`src/rtl/scan_seq_pkg.sv`:
```
`timescale 1ns/1ps
package scan_seq_pkg;
  typedef enum logic [2:0] {
    M_ALL    = 3'd0,
    M_SINGLE = 3'd1,
    M_BOTTOM = 3'd2,
    M_VSYNC  = 3'd3,
    M_TOP    = 3'd4
  } line_mode_e;

  typedef enum logic [1:0] {
    LV_SYNC  = 2'd0,
    LV_BLANK = 2'd1,
    LV_WHITE = 2'd3
  } level_e;
endpackage

```
`src/rtl/scan_seq_timing.sv`:
```
`timescale 1ns/1ps
module scan_seq_timing #(
  parameter int SAMPLE_CLKS  = 6,
  parameter int LINE_SAMPLES = 635,
  parameter int TOTAL_LINES  = 262,
  parameter int SAMP_W       = $clog2(LINE_SAMPLES),
  parameter int LINE_W       = $clog2(TOTAL_LINES)
) (
  input  logic              clk_i,
  input  logic              rst_ni,
  output logic              ld_o,
  output logic              eol_o,
  output logic [SAMP_W-1:0] samp_o,
  output logic [LINE_W-1:0] line_o
);
  localparam logic [SAMP_W-1:0] LAST_SAMP = SAMP_W'(LINE_SAMPLES - 1);
  localparam logic [LINE_W-1:0] LAST_LINE = LINE_W'(TOTAL_LINES - 1);

  logic tick;

  if (SAMPLE_CLKS > 1) begin : g_div
    localparam int PH_W = $clog2(SAMPLE_CLKS);
    localparam logic [PH_W-1:0] LAST_PH = PH_W'(SAMPLE_CLKS - 1);
    logic [PH_W-1:0] ph_q;
    always_ff @(posedge clk_i or negedge rst_ni) begin
      if (!rst_ni)              ph_q <= '0;
      else if (ph_q == LAST_PH) ph_q <= '0;
      else                      ph_q <= ph_q + 1'b1;
    end
    assign ld_o = (ph_q == '0);
    assign tick = (ph_q == LAST_PH);
  end else begin : g_nodiv
    assign ld_o = 1'b1;
    assign tick = 1'b1;
  end

  logic [SAMP_W-1:0] samp_q;
  logic [LINE_W-1:0] line_q;

  assign eol_o = tick && (samp_q == LAST_SAMP);

  always_ff @(posedge clk_i or negedge rst_ni) begin
    if (!rst_ni) begin
      samp_q <= '0;
    end else if (tick) begin
      samp_q <= (samp_q == LAST_SAMP) ? '0 : samp_q + 1'b1;
    end
  end

  always_ff @(posedge clk_i or negedge rst_ni) begin
    if (!rst_ni) begin
      line_q <= '0;
    end else if (eol_o) begin
      line_q <= (line_q == LAST_LINE) ? '0 : line_q + 1'b1;
    end
  end

  assign samp_o = samp_q;
  assign line_o = line_q;
endmodule

```
`src/rtl/scan_seq_mode.sv`:
```
`timescale 1ns/1ps
module scan_seq_mode
  import scan_seq_pkg::*;
#(
  parameter int ACTIVE_LINES = 243,
  parameter int BOTTOM_LINES = 4,
  parameter int VSYNC_LINES  = 3,
  parameter int TOP_LINES    = 12,
  parameter int LINE_W       = 9
) (
  input  logic              clk_i,
  input  logic              rst_ni,
  input  logic              eol_i,
  input  logic [LINE_W-1:0] line_i,
  input  logic [LINE_W-1:0] sel_i,
  output line_mode_e        mode_o,
  output logic [LINE_W-1:0] sel_q_o,
  output logic              task_start_o
);
  localparam logic [LINE_W-1:0] ACT_END = LINE_W'(ACTIVE_LINES - 1);
  localparam logic [LINE_W-1:0] BOT_END = LINE_W'(ACTIVE_LINES + BOTTOM_LINES - 1);
  localparam logic [LINE_W-1:0] VS_END  = LINE_W'(ACTIVE_LINES + BOTTOM_LINES + VSYNC_LINES - 1);
  localparam logic [LINE_W-1:0] TOP_END =
    LINE_W'(ACTIVE_LINES + BOTTOM_LINES + VSYNC_LINES + TOP_LINES - 1);

  line_mode_e        mode_q, mode_d;
  logic [LINE_W-1:0] sel_q, sel_d;

  always_comb begin
    mode_d = mode_q;
    sel_d  = sel_q;
    if (eol_i) begin
      case (mode_q)
        M_ALL, M_SINGLE: if (line_i == ACT_END) mode_d = M_BOTTOM;
        M_BOTTOM:        if (line_i == BOT_END) mode_d = M_VSYNC;
        M_VSYNC:         if (line_i == VS_END)  mode_d = M_TOP;
        M_TOP: begin
          if (line_i == TOP_END) begin
            sel_d  = sel_i;
            mode_d = (sel_i != '0) ? M_SINGLE : M_ALL;
          end
        end
        default:         mode_d = M_ALL;
      endcase
    end
  end

  always_ff @(posedge clk_i or negedge rst_ni) begin
    if (!rst_ni) begin
      mode_q <= M_ALL;
      sel_q  <= '0;
    end else begin
      mode_q <= mode_d;
      sel_q  <= sel_d;
    end
  end

  // Window opens when leaving picture lines and when leaving vertical sync
  assign task_start_o = eol_i &&
    (((mode_q == M_ALL || mode_q == M_SINGLE) && line_i == ACT_END) ||
     (mode_q == M_VSYNC && line_i == VS_END));

  assign mode_o  = mode_q;
  assign sel_q_o = sel_q;
endmodule

```
`src/rtl/scan_seq_level.sv`:
```
`timescale 1ns/1ps
module scan_seq_level
  import scan_seq_pkg::*;
#(
  parameter int LINE_SAMPLES = 635,
  parameter int HSYNC_LEN    = 47,
  parameter int BPORCH_LEN   = 57,
  parameter int FPORCH_LEN   = 15,
  parameter int SAMP_W       = 10,
  parameter int LINE_W       = 9
) (
  input  logic              clk_i,
  input  logic              rst_ni,
  input  logic              ld_i,
  input  line_mode_e        mode_i,
  input  logic [SAMP_W-1:0] samp_i,
  input  logic [LINE_W-1:0] line_i,
  input  logic [LINE_W-1:0] sel_i,
  input  logic              pixel_i,
  output logic [1:0]        level_o
);
  localparam int HALF   = LINE_SAMPLES / 2;
  localparam int EQ_LEN = (HSYNC_LEN / 2 > 0) ? HSYNC_LEN / 2 : 1;
  localparam logic [SAMP_W-1:0] HS_END  = SAMP_W'(HSYNC_LEN);
  localparam logic [SAMP_W-1:0] EQ_END  = SAMP_W'(EQ_LEN);
  localparam logic [SAMP_W-1:0] EQ2_LO  = SAMP_W'(HALF);
  localparam logic [SAMP_W-1:0] EQ2_HI  = SAMP_W'(HALF + EQ_LEN);
  localparam logic [SAMP_W-1:0] ACT_LO  = SAMP_W'(HSYNC_LEN + BPORCH_LEN);
  localparam logic [SAMP_W-1:0] ACT_HI  = SAMP_W'(LINE_SAMPLES - FPORCH_LEN);

  logic   in_eq, in_win, dots_on;
  level_e lvl_d;
  logic [1:0] level_q;

  assign in_eq   = (samp_i < EQ_END) || (samp_i >= EQ2_LO && samp_i < EQ2_HI);
  assign in_win  = (samp_i >= ACT_LO) && (samp_i < ACT_HI);
  assign dots_on = (mode_i == M_ALL) || (mode_i == M_SINGLE && line_i == sel_i);

  always_comb begin
    if (mode_i == M_VSYNC)             lvl_d = in_eq ? LV_SYNC : LV_BLANK;
    else if (samp_i < HS_END)          lvl_d = LV_SYNC;
    else if (in_win && dots_on && pixel_i) lvl_d = LV_WHITE;
    else                               lvl_d = LV_BLANK;
  end

  always_ff @(posedge clk_i or negedge rst_ni) begin
    if (!rst_ni)   level_q <= LV_SYNC;
    else if (ld_i) level_q <= lvl_d;
  end

  assign level_o = level_q;
endmodule

```
`src/rtl/scan_seq_task.sv`:
```
`timescale 1ns/1ps
module scan_seq_task #(
  parameter int TASK_W = 8
) (
  input  logic              clk_i,
  input  logic              rst_ni,
  input  logic              start_i,
  input  logic [TASK_W-1:0] len_i,
  output logic              task_o
);
  logic [TASK_W-1:0] cnt_q;

  always_ff @(posedge clk_i or negedge rst_ni) begin
    if (!rst_ni)            cnt_q <= '0;
    else if (start_i)       cnt_q <= len_i;
    else if (cnt_q != '0)   cnt_q <= cnt_q - 1'b1;
  end

  assign task_o = (cnt_q != '0);
endmodule

```
`src/rtl/scan_line_seq.sv`:
```
`timescale 1ns/1ps
module scan_line_seq
  import scan_seq_pkg::*;
#(
  parameter int SAMPLE_CLKS  = 6,
  parameter int LINE_SAMPLES = 635,
  parameter int HSYNC_LEN    = 47,
  parameter int BPORCH_LEN   = 57,
  parameter int FPORCH_LEN   = 15,
  parameter int ACTIVE_LINES = 243,
  parameter int BOTTOM_LINES = 4,
  parameter int VSYNC_LINES  = 3,
  parameter int TOP_LINES    = 12,
  parameter int TASK_W       = 8,
  localparam int TOTAL_LINES = ACTIVE_LINES + BOTTOM_LINES + VSYNC_LINES + TOP_LINES,
  localparam int LINE_W      = $clog2(TOTAL_LINES)
) (
  input  logic              clk_i,
  input  logic              rst_ni,
  input  logic [LINE_W-1:0] sel_line_i,
  input  logic [TASK_W-1:0] task_len_i,
  input  logic              pixel_i,
  output logic [1:0]        level_o,
  output logic [LINE_W-1:0] line_o,
  output logic              bank_o,
  output logic [1:0]        lane_o,
  output logic              task_o
);
  localparam int SAMP_W = $clog2(LINE_SAMPLES);

  logic              ld, eol, task_start;
  logic [SAMP_W-1:0] samp;
  logic [LINE_W-1:0] line, sel_q, line_nx;
  line_mode_e        mode_q;

  scan_seq_timing #(
    .SAMPLE_CLKS (SAMPLE_CLKS),
    .LINE_SAMPLES(LINE_SAMPLES),
    .TOTAL_LINES (TOTAL_LINES),
    .SAMP_W      (SAMP_W),
    .LINE_W      (LINE_W)
  ) u_tim (
    .clk_i (clk_i),
    .rst_ni(rst_ni),
    .ld_o  (ld),
    .eol_o (eol),
    .samp_o(samp),
    .line_o(line)
  );

  scan_seq_mode #(
    .ACTIVE_LINES(ACTIVE_LINES),
    .BOTTOM_LINES(BOTTOM_LINES),
    .VSYNC_LINES (VSYNC_LINES),
    .TOP_LINES   (TOP_LINES),
    .LINE_W      (LINE_W)
  ) u_mode (
    .clk_i       (clk_i),
    .rst_ni      (rst_ni),
    .eol_i       (eol),
    .line_i      (line),
    .sel_i       (sel_line_i),
    .mode_o      (mode_q),
    .sel_q_o     (sel_q),
    .task_start_o(task_start)
  );

  scan_seq_level #(
    .LINE_SAMPLES(LINE_SAMPLES),
    .HSYNC_LEN   (HSYNC_LEN),
    .BPORCH_LEN  (BPORCH_LEN),
    .FPORCH_LEN  (FPORCH_LEN),
    .SAMP_W      (SAMP_W),
    .LINE_W      (LINE_W)
  ) u_lvl (
    .clk_i  (clk_i),
    .rst_ni (rst_ni),
    .ld_i   (ld),
    .mode_i (mode_q),
    .samp_i (samp),
    .line_i (line),
    .sel_i  (sel_q),
    .pixel_i(pixel_i),
    .level_o(level_o)
  );

  scan_seq_task #(
    .TASK_W(TASK_W)
  ) u_task (
    .clk_i  (clk_i),
    .rst_ni (rst_ni),
    .start_i(task_start),
    .len_i  (task_len_i),
    .task_o (task_o)
  );

  // Bank and lane rotate with the low three line bits
  assign line_nx = line + 1'b1;
  assign bank_o  = line_nx[2];
  assign lane_o  = 2'd3 - line[1:0];
  assign line_o  = line;
endmodule

```
`config.mk`:
```
export PLATFORM = sky130hd
export DESIGN_NAME = scan_line_seq
export DESIGN_NICKNAME = d
export VERILOG_FILES = /design/src/rtl/scan_seq_pkg.sv /design/src/rtl/scan_seq_timing.sv /design/src/rtl/scan_seq_mode.sv /design/src/rtl/scan_seq_level.sv /design/src/rtl/scan_seq_task.sv /design/src/rtl/scan_line_seq.sv
export SDC_FILE = /design/constraint.sdc
export NUM_CORES = 1
export LEC_CHECK = 0
export ABC_AREA = 1
export BUFFER_PORTS_ARGS = -buffer_cell sky130_fd_sc_hd__clkbuf_2
export CAP_MARGIN = 10
export CORE_ASPECT_RATIO = 0.6
export CORE_MARGIN = 5
export CORE_UTILIZATION = 30
export DETAILED_ROUTE_END_ITERATION = 12
export GPL_ROUTABILITY_DRIVEN = 1
export HOLD_SLACK_MARGIN = 0.02
export SLEW_MARGIN = 20
export SYNTH_ARGS = -nofsm -noshare
export SYNTH_HDL_FRONTEND = slang
export SYNTH_SLANG_ARGS = --single-unit
```
`constraint.sdc`:
```
create_clock -name clk_i -period 3.71 [get_ports clk_i]
set_input_delay 0.371 -clock clk_i [delete_from_list [all_inputs] [get_ports clk_i]]
set_output_delay 0.371 -clock clk_i [all_outputs]
set_load 0.005 [all_outputs]
```
==> results of run 1 <==
## cell usage in the layout, fill, tap and decap left out, drive strengths merged, types with 2 or more instances in the layout
cell type / n
xor2: 9
nand4: 9
nand3: 34
inv: 65
a21oi: 12
dfrtp: 44
nor3: 8
ha: 9
o21ai: 31
nor2: 49
or2: 2
nand2: 132
clkbuf: 41
## routing by layer
layer | wire length, um | up-vias | share of wire (%) | track usage (%)
met5 | 0 | - | 0 | 0
met4 | 37 | 0 | 0.54 | 2.63
met3 | 425 | 4 | 6.2 | 2.99
met2 | 2510 | 69 | 36 | 15.7
met1 | 3930 | 1172 | 57 | 20.4
li1 | - | 1370 | - | -
## sequential cells by signal, indices dropped and copies added (netlist names)
| name | cells |
|---|---|
| u_tim.g_div.ph_q | 3 |
| u_mode.sel_q_o | 9 |
| u_task.cnt_q | 8 |
| u_tim.line_o | 9 |
| u_lvl.level_o | 2 |
| u_mode.mode_o | 3 |
| u_tim.samp_o | 10 |
## power groups by stage
| stage | Clock [mW] | Combinational [mW] | Sequential [mW] |
|---|---|---|---|
| floorplan | 0 | 0.00505 | 0.489 |
| global placement | 0 | 0.0265 | 0.489 |
| detailed placement | 0 | 0.0272 | 0.489 |
| CTS | 0.543 | 0.0274 | 0.480 |
| global route | 0.561 | 0.0309 | 0.479 |
| finish | 0.536 | 0.0264 | 0.480 |
## cell type report
class / instances / area share [%]
clock buffer: 7 / 4.50
clock inverter: 1 / 0.886
inverter: 65 / 7.20
multi-input combinational: 300 / 44.9
sequential: 44 / 32.5
tap: 130 / 4.80
timing repair buffer: 35 / 5.24
## final timing paths
path / endpoint / cells after the start
setup / recovery: u_mode.sel_q_o[8] / 9
hold / removal: u_mode.sel_q_o[8] / 2
setup reg to reg: u_mode.sel_q_o[8] / 9
hold reg to reg: u_lvl.level_o[1] / 2
max in group asynchronous: u_tim.samp_o[4] / 2
min in group clk_i: u_task.cnt_q[7] / 3
## cell families after synthesis
group / count (synthesis) / share of synthesized area [%]
and+or+nand+nor: 237 / 36.7
AOI/OAI and AO/OA: 45 / 9.20
DFF: 44 / 38.0
xor gates and xnor gates: 9 / 2.72
adders and majority gates: 9 / 3.89
buffers and inverters: 68 / 9.46
## through the flow
step | power (mW) | hold WS [ps] | cells | util (%)
2_1_floorplan | 0.494 | 75.4 | 412 | -
3_3_place_gp | 0.515 | 472 | 574 | 34.5
3_5_place_dp | 0.516 | 478 | 574 | 34.5
4_1_cts | 1.05 | 194 | 582 | 36.5
5_1_grt | 1.07 | 241 | 582 | 36.5
6_report | 1.04 | 176 | 582 | 36.5
==> flow_summary.yaml, run 1 <==
sta:
  fin_crit_sh_pct: 57.9
  slew_viol_final: 0
  tightest_slew_ps: 590
  setup_viol: 0
  setup_tns_ps: 0
  max_slew_margin_pct: 60.7
  fin_ws_ps: 1560
  clock_skew_ps: 6.30
  rsz0062_at_grt: "false"
  fmax_mhz: 466
  hold_viol: 0
  layout_min_cycle_time_ps: 2150
synth:
  dominantRegCellSynth: "dfrtp_1"
  seq_area_frac_synth_pct: 38.0
  synth_top_cell_by_area: "dfrtp_1"
  syn_area_um2: 2900
  ys_top_cells_by_area: "dfrtp_1 (38%), nand2_1 (16%), inv_1 (8.3%)"
  async_flop_share_pct: 100
  syn_inst: 412
  avgSynthCellArea_um2: 7.03
  synth_cell_types: 31
  yosysWarnings: 0
  ys_seq_elements: 44
  yosys-top-cells-count: "nand2_1 (126), inv_1 (64), dfrtp_1 (44), nor2_1 (43), nand3_1 (33)"
  yosysMostFrequentCell: "nand2_1"
  synth_top_area_share_pct: 38.0
  synth_edf_count: 0
  syn_nets: 441
final_layout:
  drive_gt1_share_pct: 15.5
  fin_area_um2: 3390
  fin_nets: 480
  register_area_um2: 1100
  syn_to_final_growth_pct: 17.0
  antennaDiodeCount: 0
  multi_input_area_um2: 1520
  fillers: 967
clock_tree:
  clockRootBuffer: "clkbuf_16"
  htreeDepth: 2
  clock_latency_ps: 280
  clockBufferDepth: 2
  cts_sinks: 44
  cts.reportedPaths.clkPinSlew_ps: 60
  post_cts_buffers: 0
  cts_buffers: 5
  cts_tree: "done"
  cts_resized: 0
  ctsHoldBuffers: 0
drt:
  drt-vias-per-instance: 4.49
  drcViolationCount: 0
  drt_iter0_drc: 142
  routedWlPerCell_um: 11.9
  vias: 2615
  firstDrtPassIters: 5
  ant_nets: 0
  totalWireLength_mm: 6.91
pwr:
  p_int_uw: 843
  p_seq_share_pct: 46.0
  pwr_density_cell_nw_per_um2: 307
  power_frac_clock_pct: 51.4
  p_sw_share_pct: 19.0
  combPwrFrac_pct: 2.5
  vdd_drop_max_mv: 0.143
  power.switching_uw: 198
  leakage_nw: 1.79
critical_path:
  timing.critical_path.from: "u_tim.samp_o[0]"
  crit_top_cell: "nor2_4"
  crit_chain: "inv_1 -> ha_1 -> nand3_1 -> nor2_4 -> nand2_4 -> nor2_4 -> nand4_4 -> nand2_1 -> o21ai_2"
  worst_ep_arrival_time_ps: 2310
  slowest_stage: "dfrtp_1"
  cp_max_fo: 18
  critPathCaptureType: "flop"
  crit_type: "reg -> reg"
  reg2reg_slack_ps: 1560
  worstReg2RegStart: "u_tim.samp_o[0]"
  crit_path_max_incr_delay_ps: 440
  cp-start-kind: "flop"
  critical_path_buf_inv_count: 1
  critical-path-top-delay-family: "simple AND/OR/NAND/NOR gates"
  worstPathRequired_ps: 3880
status:
  status: "complete, no violations"
placement:
  dp_slack_ps: 1580
  place.gp.congestion: 0.894
  dp_hpwl_mm: 5.48
  port_buffers: 34
  placed_area_um2: 3210
floorplanning:
  die_w_um: 137
  die_h_um: 86.1
  die-area_um2: 11800
  core_um2: 9290
  io_pins: 35
  rows: 27
  initial_core_util_pct: 31.2
global_route:
  grt_pass1_wl_mm: 11.8
  globalRouteOverflowTotal: 0
  grt_max_degree: 45
  grt_use_total_pct: 12.4
  antenna_found_initial: 0
  first_global_vias: 2382
job:
  drv_cap: 0
min_path:
  hold_path.class: "in -> async"
Power figures use the tool's default switching activity.
==> inputs of run 2 (changes only) <==
Settings changed: ABC_AREA 1 to 0.
Clock period 3.71 ns to 2 ns, I/O delays scaled along.
==> flow_summary.yaml, run 2 <==
clock_tree:
  clockRootBuffer: "clkbuf_16"
  cts_buffers: 5
  cts.reportedPaths.clkPinSlew_ps: 60
  clockBufferDepth: 2
  cts_tree: "done"
  htreeDepth: 2
  clock_latency_ps: 280
  ctsHoldBuffers: 0
  cts_sinks: 44
floorplanning:
  core_um2: 8590
  die_w_um: 132
  io_pins: 35
  die-area_um2: 10900
  initial_core_util_pct: 31.0
  die_h_um: 83.0
  rows: 26
placement:
  dpl.cell_count: 437
  dp_hpwl_mm: 5.10
  place.gp.congestion: 0.868
  dp_slack_ps: -134
  port_buffers: 34
sta:
  clock_skew_ps: 4.65
  max_slew_margin_pct: 61.3
  layout_min_cycle_time_ps: 2020
  fin_crit_sh_pct: 101
  tightest_slew_ps: 580
  hold_slack_ps: -15.4
  fmax_mhz: 494
  slew_viol_final: 0
  hold_viol: 15
  rsz0062_at_grt: "true"
  fin_ws_ps: -23.3
  setup_viol: 1
global_route:
  globalRouteOverflowTotal: 0
  antenna_found_initial: 0
  grt_pass1_wl_mm: 11.6
  grt_max_degree: 45
  grt_use_total_pct: 12.7
  first_global_vias: 2242
synth:
  seq_area_frac_synth_pct: 41.4
  syn_inst: 267
  async_flop_share_pct: 100
  avgSynthCellArea_um2: 9.97
  ys_seq_elements: 44
  synth_cell_types: 50
  yosys-top-cells-count: "dfrtp_1 (44), nand2_1 (22), mux2_2 (19), o21ai_0 (14), xor2_1 (14)"
  synth_edf_count: 0
  syn_area_um2: 2660
  dominantRegCellSynth: "dfrtp_1"
  synth_top_area_share_pct: 41.4
  yosysMostFrequentCell: "dfrtp_1"
  synth_top_cell_by_area: "dfrtp_1"
  syn_nets: 296
  yosysWarnings: 0
  ys_top_cells_by_area: "dfrtp_1 (41%), mux2_2 (8.0%), xor2_1 (4.6%)"
drt:
  drt-vias-per-instance: 5.06
  vias: 2270
  routedWlPerCell_um: 15.1
  drt_iter0_drc: 163
  firstDrtPassIters: 4
  ant_nets: 0
  totalWireLength_mm: 6.77
  drcViolationCount: 0
pwr:
  vdd_drop_max_mv: 0.465
  finalPower_mw: 2.45
  pwr_density_cell_nw_per_um2: 695
  leakage_nw: 1.64
final_layout:
  largest_reg_flops: 10
  antennaDiodeCount: 0
  mostFrequentLayoutCells: "dfrtp_1 (44), buf_4 (40), clkbuf_2 (34)"
  fin_cells: 449
  syn_to_final_growth_pct: 32.3
  layout_commonest_cell: "dfrtp_1"
  fin_nets: 365
  drive_gt1_share_pct: 37.4
status:
  status: "complete, but fails checks"
  violations: "negative hold slack, negative setup slack"
job:
  drv_cap: 0
critical_path:
  crit_type: "reg -> out"
  cp_max_fo: 5
  worstPathRequired_ps: 1800
  critPathCaptureType: "primary output"
  cp-start-kind: "flop"
  worst_ep_arrival_time_ps: 1820
min_path:
  hold_path.class: "in -> async"
==> run 2: final timing paths <==
kind,slack (ps),endpoint,cells after the start,start
worst max register to register,10,u_mode.sel_q_o[3],5,u_tim.samp_o[8]
min in group clk_i,150,u_task.cnt_q[4],2,task_len_i[4]
worst min-delay path,-20,u_mode.sel_q_o[6],2,rst_ni
worst min register to register,510,u_lvl.level_o[1],2,u_lvl.level_o[1]
max in group asynchronous,1600,u_task.cnt_q[7],2,rst_ni
worst max-delay path,-20,task_o,7,u_task.cnt_q[1]
==> run 2: kinds of logic after synthesis <==
group                    share of synthesized area (%)
AO/OA/AOI/OAI                                     9.16
XOR/XNOR                                          7.57
adder cells (fa/ha/maj)                           4.23
buffers and inverters                             4.75
flip-flops                                        41.4
multiplexers                                      10.3
AND/OR/NAND/NOR                                   22.7
==> run 2: worst max-delay path: stages (launching register included) <==
cell,delay [ps]
dfrtp_1,400
inv_2,80
ha_4,120
or4b_4,500
nor4_4,170
buf_6,140
inv_2,30
clkbuf_2,90
==> run 2: per-layer routing <==
metal	track usage (%)	share of wire [%]	vias up	wire length (um)
li1	-	-	1092	-
met4	3.36	1.4	0	95
met3	3.20	3.6	11	243
met5	0	0	-	0
met1	19.3	52	1119	3550
met2	17.6	43	48	2890
==> run 2: cell type report <==
| type | count | area (um^2) |
|---|---|---|
| Timing Repair Buffer | 78 | 533 |
| Fill cell | 864 | 5060 |
| Inverter | 12 | 45.0 |
| Clock buffer | 8 | 146 |
| Sequential cell | 44 | 1100 |
| Tap cell | 112 | 140 |
| Multi-Input combinational cell | 195 | 1560 |
==> run 2: where the power goes <==
part / switching, mW / internal [mW] / leakage (nW) / total (mW)
Clock: 0.324 / 0.498 / 0.0712 / 0.822
Combinational: 0.218 / 0.322 / 0.983 / 0.540
Sequential: 0.110 / 0.976 / 0.589 / 1.09
Total: 0.652 / 1.80 / 1.64 / 2.45
==> run 2: stage by stage <==
stage | TNS, ps | cell area (um^2) | utilization [%]
after global routing | -945 | 3520 | 41.0
final | -23.3 | 3520 | 41.0
after CTS | -19.3 | 3450 | 40.2
after global placement | -1030 | 3240 | 37.7
after floorplan | -1110 | 2690 | -
after detailed placement | -894 | 3240 | 37.7
==> run 2: timing repair <==
item	4_1_cts	5_1_grt
setup endpoints to repair	9	20
hold endpoints to repair	0	0
gates resized for setup	11	17
pin swaps	0	1
setup buffers	3	1
==> inputs of run 3 (changes only) <==
Settings changed: CORE_ASPECT_RATIO 0.6 to not set, CORE_UTILIZATION 30 to 50, PLACE_DENSITY set to 0.71.
==> flow_summary.yaml, run 3 (synthesized netlist as in run 2, its figures left out) <==
drt:
  drt_iter0_drc: 106
  drcViolationCount: 0
  routedWlPerCell_um: 15.3
  firstDrtPassIters: 4
  ant_nets: 0
  vias: 2286
  drt-vias-per-instance: 5.59
  totalWireLength_mm: 6.27
pwr:
  vdd_drop_max_mv: 0.399
  leakage_nw: 1.60
  pwr_density_cell_nw_per_um2: 649
critical_path:
  crit_path_max_incr_delay_ps: 480
  critical-path-top-delay-family: "simple AND/OR/NAND/NOR gates"
  cp-start-kind: "flop"
  cp.depth: 7
  crit_top_cell: "inv_2"
  critPathCaptureType: "primary output"
  critical_path_buf_inv_count: 4
  worstPathRequired_ps: 1800
  slowest_stage: "or4b_4"
  crit_chain: "inv_2 -> ha_4 -> or4b_4 -> nor4_4 -> buf_4 -> inv_2 -> clkbuf_2"
  r2r_cells: 8
  worst_ep_arrival_time_ps: 1810
  crit_type: "reg -> out"
  cp_max_fo: 2
global_route:
  grt_use_total_pct: 18.0
  grt_max_degree: 45
  antenna_found_initial: 0
  globalRouteOverflowTotal: 0
  grt_pass1_wl_mm: 10.3
  first_global_vias: 2245
final_layout:
  layout_commonest_cell: "buf_4"
  antennaDiodeCount: 0
  mostFrequentLayoutCells: "buf_4 (44), dfrtp_1 (43), clkbuf_2 (34)"
  drive_gt1_share_pct: 37.2
  fin_nets: 367
  fin_cells: 409
  syn_to_final_growth_pct: 28.6
  largest_reg_flops: 10
floorplanning:
  die-area_um2: 6880
  core_um2: 5140
  initial_core_util_pct: 51.8
  io_pins: 35
  die_h_um: 83.0
  rows: 26
  die_w_um: 83.0
placement:
  place.gp.congestion: 0.822
  port_buffers: 34
  dpl.cell_count: 396
  dp_hpwl_mm: 4.62
sta:
  fin_ws_ps: -6.87
  layout_min_cycle_time_ps: 2010
  fin_crit_sh_pct: 100
  tightest_slew_ps: 558
  slew_viol_final: 0
  hold_viol: 0
  rsz0062_at_grt: "true"
  setup_viol: 1
  hold_slack_ps: 132
  setup_tns_ps: -6.87
  max_slew_margin_pct: 62.8
  clock_skew_ps: 6.37
  fmax_mhz: 498
min_path:
  min_path_cells: 2
  hold_path.class: "in -> reg"
clock_tree:
  cts_sinks: 44
  clockRootBuffer: "clkbuf_8"
  cts_tree: "done"
  clockBufferDepth: 2
  clock_latency_ps: 300
  htreeDepth: 2
  cts_buffers: 5
  cts.reportedPaths.clkPinSlew_ps: 80
status:
  status: "complete, but fails checks"
  violations: "negative setup slack"
job:
  drv_cap: 0
[run 3: cell types whose count changed in the layout (fill, tap and decap cells not counted), sizes merged]
cell / previous run / this run
buf: 44 / 45
dlygate4sd3: 0 / 1
clkbuf: 42 / 39
bufinv: 0 / 1
clkinv: 0 / 1
clkinvlp: 0 / 1
[run 3: routing by layer]
metal | up-vias | global-route usage [%] | share of wire (%)
met5 | - | 0 | 0
met4 | 0 | 6.39 | 1.9
met3 | 12 | 3.76 | 4.6
met2 | 65 | 30.0 | 48
met1 | 1106 | 23.1 | 45
li1 | 1103 | - | -
[run 3: layout make-up]
type                       instances  area, um^2
clock buffer                       5        68.8
clock inverter                     3        42.5
fill                             434        1720
inverter                          12        45.0
multi-input combinational        195        1550
sequential                        44        1100
tap                               70        87.6
timing repair buffer              80         531
[run 3: final timing paths]
check / startpoint / to / slack (ps)
setup / recovery: u_task.cnt_q[1] / task_o / -7
hold / removal: task_len_i[4] / u_task.cnt_q[4] / 130
setup reg to reg: u_task.cnt_q[1] / u_task.cnt_q[4] / 0
hold reg to reg: u_lvl.level_o[1] / u_lvl.level_o[1] / 490
max in group asynchronous: rst_ni / u_tim.line_o[2] / 1080
min in group asynchronous: rst_ni / u_tim.samp_o[1] / 500
[run 3: repair_timing]
item,4_1_cts,5_1_grt
buffers inserted,3,1
hold buffers,1,0
setup endpoints to repair,8,19
hold endpoints to repair,44,0
pin swaps,0,2
resized for setup,7,17
[run 3: through the flow]
step / instance area [um^2] / setup WS (ps) / utilization (%) / power (mW)
after floorplan: 2690 / -119 / - / 1.33
after global placement: 3180 / 36.4 / 61.9 / 1.44
after detailed placement: 3180 / -59.3 / 61.9 / 1.47
after CTS: 3350 / 4.72 / 65.2 / 2.21
after global routing: 3420 / -83.7 / 66.6 / 2.33
final: 3420 / -6.87 / 66.6 / 2.22
[run 3: power by group]
group	total [mW]	switching (mW)	internal, mW
logic	0.466	0.200	0.265
registers	1.07	0.0988	0.974
clock network	0.684	0.314	0.370
